## config.mk

```make
export PLATFORM = sky130hd
export DESIGN_NAME = aux_retry_ctrl
export DESIGN_NICKNAME = d
export VERILOG_FILES = /design/src/rtl/aux_retry_pkg.sv /design/src/rtl/aux_reply_decode.sv /design/src/rtl/aux_retry_budget.sv /design/src/rtl/aux_retry_ctrl.sv
export SDC_FILE = /design/constraint.sdc
export NUM_CORES = 1
export LEC_CHECK = 0
export ABC_AREA = 1
export BUFFER_PORTS_ARGS = -buffer_cell sky130_fd_sc_hd__buf_2
export CORE_ASPECT_RATIO = 0.7
export CORE_MARGIN = 8
export CORE_UTILIZATION = 49
export DETAILED_ROUTE_END_ITERATION = 7
export HOLD_SLACK_MARGIN = 0.12
export PLACE_DENSITY = 0.85
export SLEW_MARGIN = 10
export SYNTH_ARGS = -nofsm -noshare
export SYNTH_HDL_FRONTEND = slang
export SYNTH_SLANG_ARGS = --single-unit
```

## constraint.sdc

```tcl
create_clock -name clk -period 3.7 [get_ports clk]
set_input_delay 1.11 -clock clk [delete_from_list [all_inputs] [get_ports clk]]
set_output_delay 1.11 -clock clk [all_outputs]
set_load 0.01 [all_outputs]
```

## src/rtl/aux_retry_pkg.sv

```systemverilog
package aux_retry_pkg;

  typedef enum logic [2:0] {
    RES_OK        = 3'd0,
    RES_REFUSED   = 3'd1,
    RES_DEADLINE  = 3'd2,
    RES_TIMEOUT   = 3'd3,
    RES_UNSUP     = 3'd4,
    RES_INTEGRITY = 3'd5,
    RES_FAIL      = 3'd6
  } res_e;

  typedef enum logic [1:0] {
    XK_REPLY   = 2'd0,
    XK_TIMEOUT = 2'd1,
    XK_FAIL    = 2'd2
  } xk_e;

  localparam logic [3:0] ST_ACK       = 4'd0;
  localparam logic [3:0] ST_NACK      = 4'd1;
  localparam logic [3:0] ST_DEFER     = 4'd2;
  localparam logic [3:0] ST_I2C_NACK  = 4'd4;
  localparam logic [3:0] ST_I2C_DEFER = 4'd8;

  typedef enum logic [1:0] {
    S_IDLE  = 2'd0,
    S_ISSUE = 2'd1,
    S_WAIT  = 2'd2
  } fsm_e;

endpackage

```

## src/rtl/aux_reply_decode.sv

```systemverilog
module aux_reply_decode
  import aux_retry_pkg::*;
(
  input  logic [7:0] hdr,
  output logic       is_defer,
  output logic       pad_nz,
  output logic [2:0] code
);

  logic [3:0] status;

  assign status = hdr[7:4];
  assign pad_nz = |hdr[3:0];

  always_comb begin
    is_defer = 1'b0;
    code     = RES_INTEGRITY;
    case (status)
      ST_ACK:       code = RES_OK;
      ST_NACK:      code = RES_REFUSED;
      ST_I2C_NACK:  code = RES_REFUSED;
      ST_I2C_DEFER: code = RES_UNSUP;
      ST_DEFER: begin
        is_defer = 1'b1;
        code     = RES_DEADLINE;
      end
      default:      code = RES_INTEGRITY;
    endcase
  end

endmodule

```

## src/rtl/aux_retry_budget.sv

```systemverilog
module aux_retry_budget #(
  parameter int LIMIT = 16
) (
  input  logic clk,
  input  logic rst_n,
  input  logic clr,
  input  logic bump,
  output logic last
);

  localparam int CW = $clog2(LIMIT + 1);

  logic [CW-1:0] cnt_q, cnt_d;
  logic          cnt_en;

  assign last = (cnt_q == CW'(LIMIT - 1));

  always_comb begin
    cnt_en = clr | bump;
    cnt_d  = clr ? '0 : cnt_q + CW'(1);
  end

  always_ff @(posedge clk or negedge rst_n) begin
    if (!rst_n)      cnt_q <= '0;
    else if (cnt_en) cnt_q <= cnt_d;
  end

endmodule

```

## src/rtl/aux_retry_ctrl.sv

```systemverilog
module aux_retry_ctrl
  import aux_retry_pkg::*;
#(
  parameter int ADDR_W       = 20,
  parameter int MAX_BYTES    = 16,
  parameter int MAX_DEFERS   = 16,
  parameter int MAX_TIMEOUTS = 5,
  localparam int LEN_W       = $clog2(MAX_BYTES + 1),
  localparam int DATA_W      = MAX_BYTES * 8
) (
  input  logic              clk,
  input  logic              rst_n,
  input  logic              req_valid,
  output logic              req_ready,
  input  logic [3:0]        req_cmd,
  input  logic [ADDR_W-1:0] req_addr,
  input  logic [LEN_W-1:0]  req_len,
  input  logic [DATA_W-1:0] req_wdata,
  output logic              xcv_valid,
  input  logic              xcv_ready,
  output logic [3:0]        xcv_cmd,
  output logic [ADDR_W-1:0] xcv_addr,
  output logic [LEN_W-1:0]  xcv_len,
  output logic [DATA_W-1:0] xcv_wdata,
  input  logic              rsp_valid,
  input  logic [1:0]        rsp_kind,
  input  logic [7:0]        rsp_header,
  input  logic [LEN_W-1:0]  rsp_count,
  output logic              done,
  output logic [2:0]        result,
  output logic [LEN_W-1:0]  reply_len,
  output logic              pad_warn
);

  fsm_e              state_q, state_d;
  logic [3:0]        cmd_q;
  logic [ADDR_W-1:0] addr_q;
  logic [LEN_W-1:0]  len_q;
  logic [DATA_W-1:0] data_q;
  logic              done_q, done_d;
  logic [2:0]        res_q, res_d;
  logic [LEN_W-1:0]  rlen_q, rlen_d;
  logic              pad_q, pad_d;
  logic              accept, in_wait;
  logic              bump_df, bump_to, df_last, to_last;
  logic              dec_defer, dec_pad;
  logic [2:0]        dec_code;

  aux_reply_decode u_dec (
    .hdr      (rsp_header),
    .is_defer (dec_defer),
    .pad_nz   (dec_pad),
    .code     (dec_code)
  );

  aux_retry_budget #(.LIMIT(MAX_DEFERS)) u_defer_budget (
    .clk   (clk),
    .rst_n (rst_n),
    .clr   (accept),
    .bump  (bump_df),
    .last  (df_last)
  );

  aux_retry_budget #(.LIMIT(MAX_TIMEOUTS)) u_timeout_budget (
    .clk   (clk),
    .rst_n (rst_n),
    .clr   (accept),
    .bump  (bump_to),
    .last  (to_last)
  );

  assign req_ready = (state_q == S_IDLE);
  assign accept    = req_valid & req_ready;
  assign in_wait   = (state_q == S_WAIT);

  always_comb begin
    state_d = state_q;
    done_d  = 1'b0;
    res_d   = res_q;
    rlen_d  = rlen_q;
    pad_d   = pad_q;
    bump_df = 1'b0;
    bump_to = 1'b0;
    case (state_q)
      S_IDLE: begin
        if (req_valid) state_d = S_ISSUE;
      end
      S_ISSUE: begin
        if (xcv_ready) state_d = S_WAIT;
      end
      S_WAIT: begin
        if (rsp_valid) begin
          case (rsp_kind)
            XK_TIMEOUT: begin
              bump_to = 1'b1;
              if (to_last) begin
                done_d = 1'b1;
                res_d  = RES_TIMEOUT;
                rlen_d = '0;
              end
            end
            XK_REPLY: begin
              if (dec_pad) pad_d = 1'b1;
              if (dec_defer) begin
                bump_df = 1'b1;
                if (df_last) begin
                  done_d = 1'b1;
                  res_d  = RES_DEADLINE;
                  rlen_d = '0;
                end
              end else begin
                done_d = 1'b1;
                res_d  = dec_code;
                rlen_d = (dec_code == RES_OK) ? rsp_count : '0;
              end
            end
            default: begin
              done_d = 1'b1;
              res_d  = RES_FAIL;
              rlen_d = '0;
            end
          endcase
          state_d = done_d ? S_IDLE : S_ISSUE;
        end
      end
      default: state_d = S_IDLE;
    endcase
  end

  always_ff @(posedge clk or negedge rst_n) begin
    if (!rst_n) begin
      state_q <= S_IDLE;
      done_q  <= 1'b0;
      res_q   <= RES_OK;
      rlen_q  <= '0;
      pad_q   <= 1'b0;
    end else begin
      state_q <= state_d;
      done_q  <= done_d;
      pad_q   <= pad_d;
      if (done_d) begin
        res_q  <= res_d;
        rlen_q <= rlen_d;
      end
    end
  end

  always_ff @(posedge clk or negedge rst_n) begin
    if (!rst_n) begin
      cmd_q  <= '0;
      addr_q <= '0;
      len_q  <= '0;
      data_q <= '0;
    end else if (accept) begin
      cmd_q  <= req_cmd;
      addr_q <= req_addr;
      len_q  <= req_len;
      data_q <= req_wdata;
    end
  end

  assign xcv_valid = (state_q == S_ISSUE);
  assign xcv_cmd   = cmd_q;
  assign xcv_addr  = addr_q;
  assign xcv_len   = len_q;
  assign xcv_wdata = data_q;
  assign done      = done_q;
  assign result    = res_q;
  assign reply_len = rlen_q;
  assign pad_warn  = pad_q;

endmodule

```

==> flow_metrics.env, run 1 <==
export IMPL_status="finished clean"
export IMPL_mean_routed_wirelength_per_cell_um=15.6
export IMPL_hold_violations=0
export IMPL_largest_net_degree_at_the_start_of_global_routing=80
export IMPL_worst_r2r_startpoint="state_q[1]"
export IMPL_p_per_cell_area_nw_per_um2=843
export IMPL_maximum_vdd_ir_drop_mv=0.480
export IMPL_synth_top_cell_area_share=0.634
export IMPL_cts_root_to_sink_buffers=2
export IMPL_timing_critical_path_to="xcv_wdata[124]"
export IMPL_netlist_top_cell_by_area="sky130_fd_sc_hd__dfrtp_1"
export IMPL_number_of_top_level_design_ports=346
export IMPL_cp_start_kind="primary input"
export IMPL_crit_required_ns=4.03
export IMPL_port_buffers=345
export IMPL_gp_congestion=0.868
export IMPL_synth_seq_area_share=0.634
export IMPL_timing_hold_ws_ns=0.474
export IMPL_grtUsageTotal=0.226
export IMPL_die_y_um=116
export IMPL_post_placement_cell_count=1324
export IMPL_worstSkewPairLatency_ns=0.41
export IMPL_via_per_inst=4.72
export IMPL_global_route_wire_length_before_repair_mm=33.5
export IMPL_period_share=0.658
export IMPL_power_static_leakage_nw=5.72
export IMPL_layout_setup_ws_ns=1.26
export IMPL_crit_arrival_ns=2.77
export IMPL_crit_reg2reg_capture="xcv_wdata[124]"
export IMPL_final_period_minus_worst_setup_slack_ns=2.44
export IMPL_synth_flop_type="sky130_fd_sc_hd__dfrtp_1"
export IMPL_core_area_um2=13900
export IMPL_count_of_flip_flops_with_a_built_in_enable_after_synthesis=0
export IMPL_cts_tree="yes"
export IMPL_hp_class="reg -> reg"
export IMPL_drt_iter0_drc=503
export IMPL_critical_path_class="in -> reg"
export IMPL_layout_area_overhead_vs_synth_pct=34.9
export IMPL_worst_r2r_setup_slack_ns=1.43
export IMPL_post_cts_sizing_count=0
export IMPL_remaining_drc_errors=0
export IMPL_detailed_routing_iteration_count_for_the_pre_antenna_repair_pass=5
export IMPL_antenna_violating_nets_post_route=0
export IMPL_path_clk_slew_ns=0.07
export IMPL_timing_max_transition_violations_final=0
export IMPL_cp_max_fo=79
export IMPL_ys_top_cells_by_area="sky130_fd_sc_hd__dfrtp_1 (63%), sky130_fd_sc_hd__nand2_1 (28%), sky130_fd_sc_hd__buf_2 (1.7%), sky130_fd_sc_hd__inv_1 (1.3%), sky130_fd_sc_hd__nand3_1 (1.1%)"
export IMPL_worst_reg2reg_path_depth=6
export IMPL_maxSlewHeadroom=0.521
export IMPL_floorplan_initialDensity=0.502
export IMPL_setup_slack_placement_ns=0.842
export IMPL_ys_warn_count=0
export IMPL_synth_fp_nets=996
export IMPL_die_width_um=159
export IMPL_timing_worst_slew_pin_value_ns=0.718
export IMPL_synthesis_stage_register_bit_count=177
export IMPL_dp_hpwl_mm=16.1
export IMPL_worstSetupStartpoint="req_valid"
export IMPL_hold_buffers=0
export IMPL_worst_setup_path_end_kind="flip-flop"
export IMPL_drt_wl_total_mm=21.2
export IMPL_yosys_cell_types_count=22
export IMPL_netlist_instances=815
export IMPL_first_global_vias=6618
export IMPL_layout_filler_cells=1139
export IMPL_utilization=0.678
export IMPL_layoutNonFillerInstCount=1358
export IMPL_fin_setup_tns_ns=0
export IMPL_final_layout_size_suffix_gt1_frac=0.336
export IMPL_final_net_count=1334
export IMPL_grt_setup_unrepaired="false"
export IMPL_layout_cells_most_common_list="sky130_fd_sc_hd__nand2_1 (524), sky130_fd_sc_hd__buf_2 (344), sky130_fd_sc_hd__dfrtp_1 (177)"
export IMPL_grt_remaining_overflow=0
export IMPL_mostFrequentLayoutCell="sky130_fd_sc_hd__nand2_1"
export IMPL_clock_fmax_ghz=0.411
export IMPL_final_setup_viol_count=0
export IMPL_cts_htree_levels=4
export IMPL_post_cts_setup_buffers=0
export IMPL_skew_ns=0.00867
export IMPL_synth_avg_cell_area_um2=8.58
export IMPL_cts_root_buffer="sky130_fd_sc_hd__clkbuf_16"
export IMPL_grt_antenna_before_repair=3
export IMPL_placement_rows=36
export IMPL_mappedNetlistArea_um2=6990
export IMPL_vias=6408
export IMPL_cts_made_buffers=17
export IMPL_async_set_or_reset_register_ratio_after_synthesis=1.00
export IMPL_die_outline_area_um2=18400
export IMPL_cap_viol_max_count=0
export IMPL_numClockSinks=177
metal layers:
| layer | wire [µm] | part of all wire | vias to the layer above | track usage |
|---|---|---|---|---|
| met4 | 446 | 0.021 | 2 | 0.0746 |
| met2 | 10700 | 0.50 | 246 | 0.398 |
| met5 | 10 | 0.00047 | - | 0 |
| met3 | 1680 | 0.079 | 36 | 0.0781 |
| li1 | - | - | 3134 | - |
| met1 | 8390 | 0.40 | 2990 | 0.256 |
cells by family (layout without fill, tap and decap cells):
group,count (synthesis),count (layout),share of synthesized area
simple gates,567,567,0.314
flops,177,177,0.634
buf+inv,61,412,0.0403
compound gates,5,5,0.00394
fa+ha+maj,4,4,0.00716
xor+xnor,1,1,0.00125
other cells,0,2,0
report_power, final:
| group | switching [mW] | internal, mW | leakage (nW) |
|---|---|---|---|
| Sequential | 0.474 | 2.80 | 2.22 |
| Clock | 0.756 | 0.890 | 0.250 |
| Combinational | 1.90 | 1.14 | 3.26 |
| Total | 3.13 | 4.82 | 5.72 |
worst min-delay path by stage:
stage	from	endpoint	depth (start not counted)
detailed placement	xcv_len[4]	xcv_len[4]	2
finish	reply_len[2]	reply_len[2]	2
floorplan	u_defer_budget.cnt_q[4]	u_defer_budget.cnt_q[4]	2
global route	xcv_wdata[72]	xcv_wdata[72]	2
CTS	xcv_wdata[117]	xcv_wdata[117]	2
global placement	reply_len[2]	reply_len[2]	2
Yosys cell counts, types with 4 or more instances:
| cell | n |
|---|---|
| sky130_fd_sc_hd__nand4_1 | 5 |
| sky130_fd_sc_hd__nand2_1 | 524 |
| sky130_fd_sc_hd__inv_1 | 24 |
| sky130_fd_sc_hd__clkbuf_1 | 5 |
| sky130_fd_sc_hd__buf_2 | 24 |
| sky130_fd_sc_hd__nand3_1 | 16 |
| sky130_fd_sc_hd__buf_4 | 6 |
| sky130_fd_sc_hd__dfrtp_1 | 177 |
| sky130_fd_sc_hd__nor2_1 | 14 |
| sky130_fd_sc_hd__ha_1 | 4 |
critical path, cell delays in order:
cell                      delay (ns)
sky130_fd_sc_hd__buf_2          0.14
sky130_fd_sc_hd__nand2_8        0.29
sky130_fd_sc_hd__inv_4          0.64
sky130_fd_sc_hd__buf_4          0.38
sky130_fd_sc_hd__nand2_1        0.08
sky130_fd_sc_hd__nand2_1        0.09
sequential cells by signal (all words and copies together), names as in the netlist:
register and flops:
xcv_wdata 128, xcv_addr 20, reply_len 5, u_defer_budget.cnt_q 5, xcv_len 5, xcv_cmd 4
result 3, u_timeout_budget.cnt_q 3, state_q 2, done 1, pad_warn 1
final cells by class:
class / instances / area (µm²) / area share
repair buffers: 354 / 1830 / 0.194
clock buffers: 20 / 447 / 0.0474
diodes: 2 / 5.00 / 0.000531
inverters: 26 / 100 / 0.0106
multi-input cells: 577 / 2290 / 0.243
flip-flops and latches: 177 / 4430 / 0.470
clock inverters: 12 / 98.8 / 0.0105
well taps: 190 / 238 / 0.0252
per-stage QoR:
stage	cell area, µm²	power [mW]
after CTS	9430	8.06
after detailed placement	8880	6.39
after floorplan	6990	4.93
after global routing	9430	8.55
final	9430	7.95
after global placement	8880	6.26
No activity file was read; power rests on OpenSTA's default activity.
==> run 2, diff against run 1 <==
Settings changed: CORE_UTILIZATION 49 to 46, PLACE_DENSITY 0.85 to 0.8.
Clock period 3.7 ns to 2.49 ns, I/O delays scaled along.
==> run 2 against run 1 <==
Effect of this change: via count fell by 1.2%; critical path depth fell by 3; sequential share of layout area down 0.30 points; utilization is 3.5 points lower; cell area rose by 0.65%; die area up 5.7%; cell count increased by 0.44%.
==> flow_metrics.env, run 2 (synthesized netlist as in run 1, its figures left out) <==
export IMPL_placement_rows=37
export IMPL_final_setup_viol_count=0
export IMPL_cp_start_kind="flip-flop"
export IMPL_p_per_cell_area_nw_per_um2=1250
export IMPL_number_of_top_level_design_ports=346
export IMPL_cp_max_fo=4
export IMPL_fin_setup_tns_ns=0
export IMPL_cts_made_buffers=17
export IMPL_gp_congestion=0.796
export IMPL_largest_net_degree_at_the_start_of_global_routing=113
export IMPL_clock_fmax_ghz=0.502
export IMPL_power_static_leakage_nw=5.76
export IMPL_post_cts_sizing_count=0
export IMPL_critical_path_n_buffers_inverters=2
export IMPL_timing_hold_ws_ns=0.277
export IMPL_cts_root_buffer="sky130_fd_sc_hd__clkbuf_16"
export IMPL_cpLargestDelayFamily="flip-flops"
export IMPL_path_clk_slew_ns=0.07
export IMPL_timing_worst_slew_pin_value_ns=0.563
export IMPL_final_net_count=1338
export IMPL_worst_r2r_setup_slack_ns=0.83
export IMPL_finish_instance_area_um2=9490
export IMPL_hold_buffers=0
export IMPL_maximum_vdd_ir_drop_mv=0.591
export IMPL_cell_with_the_largest_stage_delay_on_the_worst_path="sky130_fd_sc_hd__dfrtp_1"
export IMPL_worstSkewPairLatency_ns=0.41
export IMPL_layout_cells_most_common_list="sky130_fd_sc_hd__nand2_1 (524), sky130_fd_sc_hd__buf_2 (344), sky130_fd_sc_hd__dfrtp_1 (177)"
export IMPL_post_placement_cell_count=1333
export IMPL_dp_hpwl_mm=15.9
export IMPL_detailed_routing_iteration_count_for_the_pre_antenna_repair_pass=7
export IMPL_post_layout_total_power_mw=11.9
export IMPL_die_y_um=119
export IMPL_grt_antenna_before_repair=2
export IMPL_layoutNonFillerInstCount=1364
export IMPL_crit_arrival_ns=1.24
export IMPL_remaining_drc_errors=0
export IMPL_critical_path_cell_by_cell="inv_1, nor2_1, buf_2"
export IMPL_mostFrequentLayoutCell="sky130_fd_sc_hd__nand2_1"
export IMPL_status="finished clean"
export IMPL_die_outline_area_um2=19500
export IMPL_period_share=0.800
export IMPL_worst_r2r_startpoint="u_defer_budget.cnt_q[0]"
export IMPL_final_layout_size_suffix_gt1_frac=0.338
export IMPL_cp_depth=3
export IMPL_vias=6329
export IMPL_timing_max_transition_violations_final=0
export IMPL_final_period_minus_worst_setup_slack_ns=1.99
export IMPL_floorplan_initialDensity=0.473
export IMPL_hp_class="in -> async"
export IMPL_cts_htree_levels=4
export IMPL_numClockSinks=177
export IMPL_post_cts_setup_buffers=0
export IMPL_drt_wl_total_mm=21.0
export IMPL_utilization=0.643
export IMPL_hold_violations=0
export IMPL_mean_routed_wirelength_per_cell_um=15.4
export IMPL_global_route_wire_length_before_repair_mm=33.1
export IMPL_via_per_inst=4.64
export IMPL_layout_area_overhead_vs_synth_pct=35.8
export IMPL_critical_path_max_stage_delay_ns=0.41
export IMPL_grtUsageTotal=0.212
export IMPL_crit_reg2reg_capture="result[0]"
export IMPL_first_global_vias=6321
export IMPL_cts_tree="yes"
export IMPL_port_buffers=345
export IMPL_postPlaceCellArea_um2=8960
export IMPL_worst_reg2reg_path_depth=8
export IMPL_antenna_violating_nets_post_route=0
export IMPL_core_area_um2=14800
export IMPL_skew_ns=0.0124
export IMPL_die_width_um=163
export IMPL_worst_setup_path_end_kind="primary output"
export IMPL_worstSetupStartpoint="state_q[0]"
export IMPL_drt_iter0_drc=493
export IMPL_cap_viol_max_count=0
export IMPL_largest_reg_flops=128
export IMPL_maxSlewHeadroom=0.624
export IMPL_grt_setup_unrepaired="false"
export IMPL_setup_slack_placement_ns=0.632
export IMPL_layout_setup_ws_ns=0.499
export IMPL_n_diodes=0
export IMPL_grt_remaining_overflow=0
export IMPL_crit_required_ns=1.74
export IMPL_critical_path_class="reg -> out"
export IMPL_cts_root_to_sink_buffers=2
run 2: changes by cell type in the layout (fill, tap and decap cells not counted), sizes merged:
cell | previous run | this run
diode | 2 | 0
inv | 30 | 31
clkinv | 3 | 2
buf | 354 | 358
clkbuf | 20 | 19
run 2: cell type report:
type,instances,area [µm²]
Multi-Input combinational cell,577,2280
Clock buffer,19,433
Clock inverter,12,101
Inverter,26,100
Tap cell,195,244
Fill cell,1263,5270
Sequential cell,177,4430
Timing Repair Buffer,358,1910
run 2: where the power goes:
part	internal, mW	switching [mW]	leakage, nW	total (mW)
clock network	1.30	1.15	0.245	2.45
logic	1.75	2.83	3.30	4.58
registers	4.15	0.671	2.22	4.82
total	7.20	4.66	5.76	11.9
run 2: how the worst max path moves through the flow:
stage,end,slack [ns]
6_report,xcv_valid,0.50
5_1_grt,xcv_valid,0.39
4_1_cts,xcv_valid,0.47
3_5_place_dp,u_timeout_budget.cnt_q[0],0.63
3_3_place_gp,u_timeout_budget.cnt_q[0],0.66
2_1_floorplan,result[0],1.03
run 2: worst reg2reg max path, stage by stage, from the launching register on:
cell and delay [ns]:
sky130_fd_sc_hd__dfrtp_1 0.42, sky130_fd_sc_hd__ha_1 0.24, sky130_fd_sc_hd__and3_1 0.18, sky130_fd_sc_hd__ha_1 0.18, sky130_fd_sc_hd__nor2_1 0.12, sky130_fd_sc_hd__nand2_1 0.13
sky130_fd_sc_hd__nand3_2 0.18, sky130_fd_sc_hd__nand2_1 0.09, sky130_fd_sc_hd__nand2_1 0.07
run 2: metal layers:
layer  vias to the layer above  track usage  wire [µm]
met5                         -            0         22
met2                       250        0.347      10200
met4                         4       0.0669        293
met3                        24       0.0809       2120
met1                      2915        0.256       8360
li1                       3136            -          -
